### config.mk
export PLATFORM = sky130hd
export DESIGN_NAME = alt_addr_loader
export DESIGN_NICKNAME = d
export VERILOG_FILES = /design/src/rtl/alt_addr_loader.sv
export SDC_FILE = /design/constraint.sdc
export NUM_CORES = 1
export LEC_CHECK = 0
export BUFFER_PORTS_ARGS = -buffer_cell sky130_fd_sc_hd__buf_4
export CORE_ASPECT_RATIO = 0.8
export CORE_MARGIN = 10
export CORE_UTILIZATION = 30
export CTS_CLUSTER_SIZE = 24
export DETAILED_ROUTE_END_ITERATION = 7
export PLACE_DENSITY = 0.53
export SLEW_MARGIN = 20
export SYNTH_ARGS = -nofsm -noshare
export SYNTH_HDL_FRONTEND = slang
export SYNTH_SLANG_ARGS = --single-unit
### constraint.sdc
create_clock -name clk -period 2.5 [get_ports clk]
set_input_delay 0.375 -clock clk [delete_from_list [all_inputs] [get_ports clk]]
set_output_delay 0.375 -clock clk [all_outputs]
set_load 0.02 [all_outputs]
### src/rtl/alt_addr_loader.sv
module alt_addr_loader #(
  parameter int          AW           = 16,
  parameter logic [15:0] COMPAT_WADDR = 16'h0003,
  parameter logic [15:0] PTR_WADDR    = 16'h0037,
  parameter logic [15:0] FUNC1_OFS    = 16'h0003
) (
  input  logic          clk,
  input  logic          rst_n,
  input  logic [47:0]   fact_addr,
  input  logic          func_sel,
  output logic          nvm_req,
  output logic [AW-1:0] nvm_addr,
  input  logic          nvm_ack,
  input  logic [15:0]   nvm_rdata,
  input  logic          nvm_err,
  output logic [31:0]   slot_lo,
  output logic [15:0]   slot_hi,
  output logic          slot_valid,
  output logic          done,
  output logic          error
);
  typedef enum logic [2:0] {ST_COMPAT, ST_PTR, ST_W0, ST_W1, ST_W2, ST_END} st_t;

  localparam logic [AW-1:0] NONE_LO = '0;
  localparam logic [AW-1:0] NONE_HI = '1;

  st_t           st;
  logic          req_q, done_q, err_q, use_alt;
  logic [AW-1:0] base;
  logic [47:0]   alt;
  logic [47:0]   shown;

  assign shown      = use_alt ? alt : fact_addr;
  assign slot_lo    = shown[31:0];
  assign slot_hi    = shown[47:32];
  assign slot_valid = |shown;
  assign nvm_req    = req_q;
  assign done       = done_q;
  assign error      = err_q;

  always_comb begin
    case (st)
      ST_COMPAT: nvm_addr = COMPAT_WADDR[AW-1:0];
      ST_PTR:    nvm_addr = PTR_WADDR[AW-1:0];
      ST_W1:     nvm_addr = base + AW'(1);
      ST_W2:     nvm_addr = base + AW'(2);
      default:   nvm_addr = base;
    endcase
  end

  always_ff @(posedge clk) begin
    if (!rst_n) begin
      st      <= ST_COMPAT;
      req_q   <= 1'b0;
      done_q  <= 1'b0;
      err_q   <= 1'b0;
      use_alt <= 1'b0;
      base    <= '0;
      alt     <= '0;
    end else begin
      done_q <= 1'b0;
      if (st != ST_END) begin
        if (!req_q) begin
          req_q <= 1'b1;
        end else if (nvm_ack) begin
          req_q <= 1'b0;
          if (nvm_err) begin
            err_q  <= 1'b1;
            done_q <= 1'b1;
            st     <= ST_END;
          end else begin
            case (st)
              ST_COMPAT: st <= ST_PTR;
              ST_PTR: begin
                if (nvm_rdata[AW-1:0] == NONE_LO || nvm_rdata[AW-1:0] == NONE_HI) begin
                  done_q <= 1'b1;
                  st     <= ST_END;
                end else begin
                  base <= nvm_rdata[AW-1:0] + (func_sel ? FUNC1_OFS[AW-1:0] : NONE_LO);
                  st   <= ST_W0;
                end
              end
              ST_W0: begin
                alt[15:0] <= nvm_rdata;
                st        <= ST_W1;
              end
              ST_W1: begin
                alt[31:16] <= nvm_rdata;
                st         <= ST_W2;
              end
              ST_W2: begin
                alt[47:32] <= nvm_rdata;
                use_alt    <= ~alt[0];
                done_q     <= 1'b1;
                st         <= ST_END;
              end
              default: st <= ST_END;
            endcase
          end
        end
      end
    end
  end
endmodule

==> results.md <==
* Nets at 733
* Register bit total from synthesis at 71
* Initial drt markers at 368
* EDFF count, synth at 0
* Clk root buf: clkbuf_16
* Latest clock arrival within the worst-skew pair at 0.33 ns
* Post-route ant nets at 0
* Total negative slack at 0 ns
* Reg2reg start: st[1]
* Slew Limit Fails at 0
* Hold WC Path Type: input pin to register
* Vias in the first global route at 4557
* DR vias at 4571
* Num CTS Buffers at 9
* Synth Warn # at 0
* Share of layout cells above drive strength 1 at 40.2%
* Top_reg_cell synth: dfxtp_1
* FP Rows at 40
* Hold WS at 0.335 ns
* Worst min-delay path startpoint: rst_n
* DR pass1 iterations at 5
* P_leak at 2.39 nW
* Die area at 0.0206 mm2
* Pwr dens at 510 mW/mm2
* Post-synth top area share at 31.1%
* Reg clk slew, reported paths at 0.05 ns
* Worst-margin pin slew at 0.614 ns
* Startpoint types: input pin
* Worst Reg-to-Reg Cells at 5
* WHS Endpoint: st[2]
* WS Path Type: input pin to primary output
* Async S/R FF share, synth at 0%
* CTS sink count at 71
* # IOs at 137
* Placeable Area at 0.0150 mm2
* First-pass GRT wire length at 25100 um
* Layout area overhead at 35.8%
* Fill count at 1478
* Cell variety after synth at 61
* Max Cap Viol at 0
* Post-synth top area cell: dfxtp_1
* CP required at 2.12 ns
* Remaining DRCs at 0
* Cell area after layout at 0.00620 mm2
* Drt wl/cell at 19.2 um
* Longest Clk Path Bufs at 2
* Max IR drop VDD at 0.000326 V
* Mean Syn Cell Area at 8.49 um2
* Die width at 158 um
* CTS H-tree depth at 3
* # hold bufs at CTS at 0
* CP arrival at 2.08 ns
* Initial Utilization at 30.5%
* Core Util, Final at 41.5%
* # diodes at 0
* Reg-to-reg critical path endpoint: base[1]
* Setup Skew at 0.00451 ns
* Routed wire length at 16400 um
* R2R Setup Slk at 0.68 ns
* Syn Inst Count at 538
* Post-synthesis sequential area ratio at 31.1%
* Worst hold stages at 2
* Rel. slew slack at 58.8%
* DP HPWL at 12600 um
* Fin. Hold Viols at 0
* Post-Syn Area at 0.00457 mm2
* Die Y at 130 um
* Syn Nets at 612
* Top post-synthesis cells by area: dfxtp_1, mux2_2, mux2i_1
* Highest clock rate at 408 MHz
* Remaining global-route overflow at 0
* Max FO, Critical Path at 2
* Final Power at 3.16 mW
* Min Tclk post-route at 2.45 ns
* Setup-failing EPs final at 0
* Worst setup EP type: primary output
* Initial antenna violation count at 0
* Largest net degree at the start of global routing at 45
* Placed inst area at 0.00574 mm2
* Fin crit share at 98.0%
* Status: complete, no violations
* # port buffers at 136
* Total GRT Usage at 15.4%
* Vias per cell at 5.36
* Routability congestion estimate at 0.828
* CTS tree: done
-- final cells by class --
cell class | count | area, um2 | share of cell area (%)
clock buffers | 11 | 253 | 4.07
clock inverters | 5 | 104 | 1.67
flip-flops and latches | 71 | 1440 | 23.2
repair buffers | 154 | 1180 | 19.1
well taps | 189 | 236 | 3.81
inverters | 7 | 26.3 | 0.424
multi-input cells | 416 | 2960 | 47.7
-- cells in the mapped netlist (all sizes together), types with 3 or more instances --
master / instances
buf: 23
clkbuf: 21
ha: 4
o21a: 5
mux2i: 34
nand2: 45
o31ai: 4
nor2: 68
or2: 3
o21ai: 22
a211oi: 14
inv: 7
nor4: 26
xnor2: 5
a31oi: 8
nand4: 12
nor3: 8
o22ai: 4
mux2: 51
a21oi: 25
dfxtp: 71
nand2b: 5
a22oi: 3
xor2: 9
nand3: 32
-- state kept, by name (all words and copies together), names as in the netlist --
signal	flops
alt	48
base	16
done	1
error	1
nvm_req	1
st	3
use_alt	1
-- power breakdown --
group,leakage (nW),switching (mW),internal (mW)
clock,0.176,0.478,1.03
combinational,1.64,0.273,0.227
sequential,0.578,0.0163,1.14
-- cell families after synthesis --
kind of cell	Yosys count	share of synthesized area (%)
AO/OA/AOI/OAI	100	15.7
XOR/XNOR	14	2.68
adder cells (fa/ha/maj)	5	1.53
buffers and inverters	51	5.86
flip-flops	71	31.1
multiplexers	85	20.0
AND/OR/NAND/NOR	212	23.1
-- cells in the final DEF (no fill, tap or decap), types with 16 or more instances in the layout --
cell type,count
buf_4,151
nor2_1,67
dfxtp_1,63
mux2_2,51
nand2_1,43
mux2i_1,34
nand3_1,29
a21oi_1,24
nor4_1,23
o21ai_0,16
-- critical path, stage by stage --
cell and delay [ns]:
buf_4 0.11, nor4_2 0.58, nand4_1 0.29, nor3_1 0.25
a21oi_1 0.09, nand4b_1 0.20, buf_4 0.18
-- routing by layer --
metal  vias to the layer above  GRT usage (%)  routed length (um)
li1                       2219              -                   -
met4                         0           3.75                 210
met3                        15           4.48                1250
met1                      2170           20.7                7340
met2                       167           23.8                7550
met5                         -              0                   0
-- repair_timing --
action / CTS / global route
buffers inserted: 0 / 1
pin swaps: 2 / 4
gates resized for setup: 11 / 16
setup endpoints to repair: 10 / 9
hold endpoints to repair: 0 / 0
-- metrics by stage --
step,instances,worst slack (ns)
after floorplan,538,0.0827
after global placement,836,-0.198
after detailed placement,836,-0.170
after CTS,852,-0.0371
after global routing,853,-0.00326
final,853,0.0494
-- worst max path at each step --
stage	start	to	slack, ns	depth (start not counted)
floorplan	base[0]	nvm_addr[14]	0.08	5
CTS	base[2]	nvm_addr[13]	-0.04	7
global placement	fact_addr[8]	slot_valid	-0.20	7
finish	fact_addr[8]	slot_valid	0.05	7
detailed placement	fact_addr[8]	slot_valid	-0.17	7
global route	base[1]	nvm_addr[14]	-0.003	6
(Power assumes the default switching activity.)
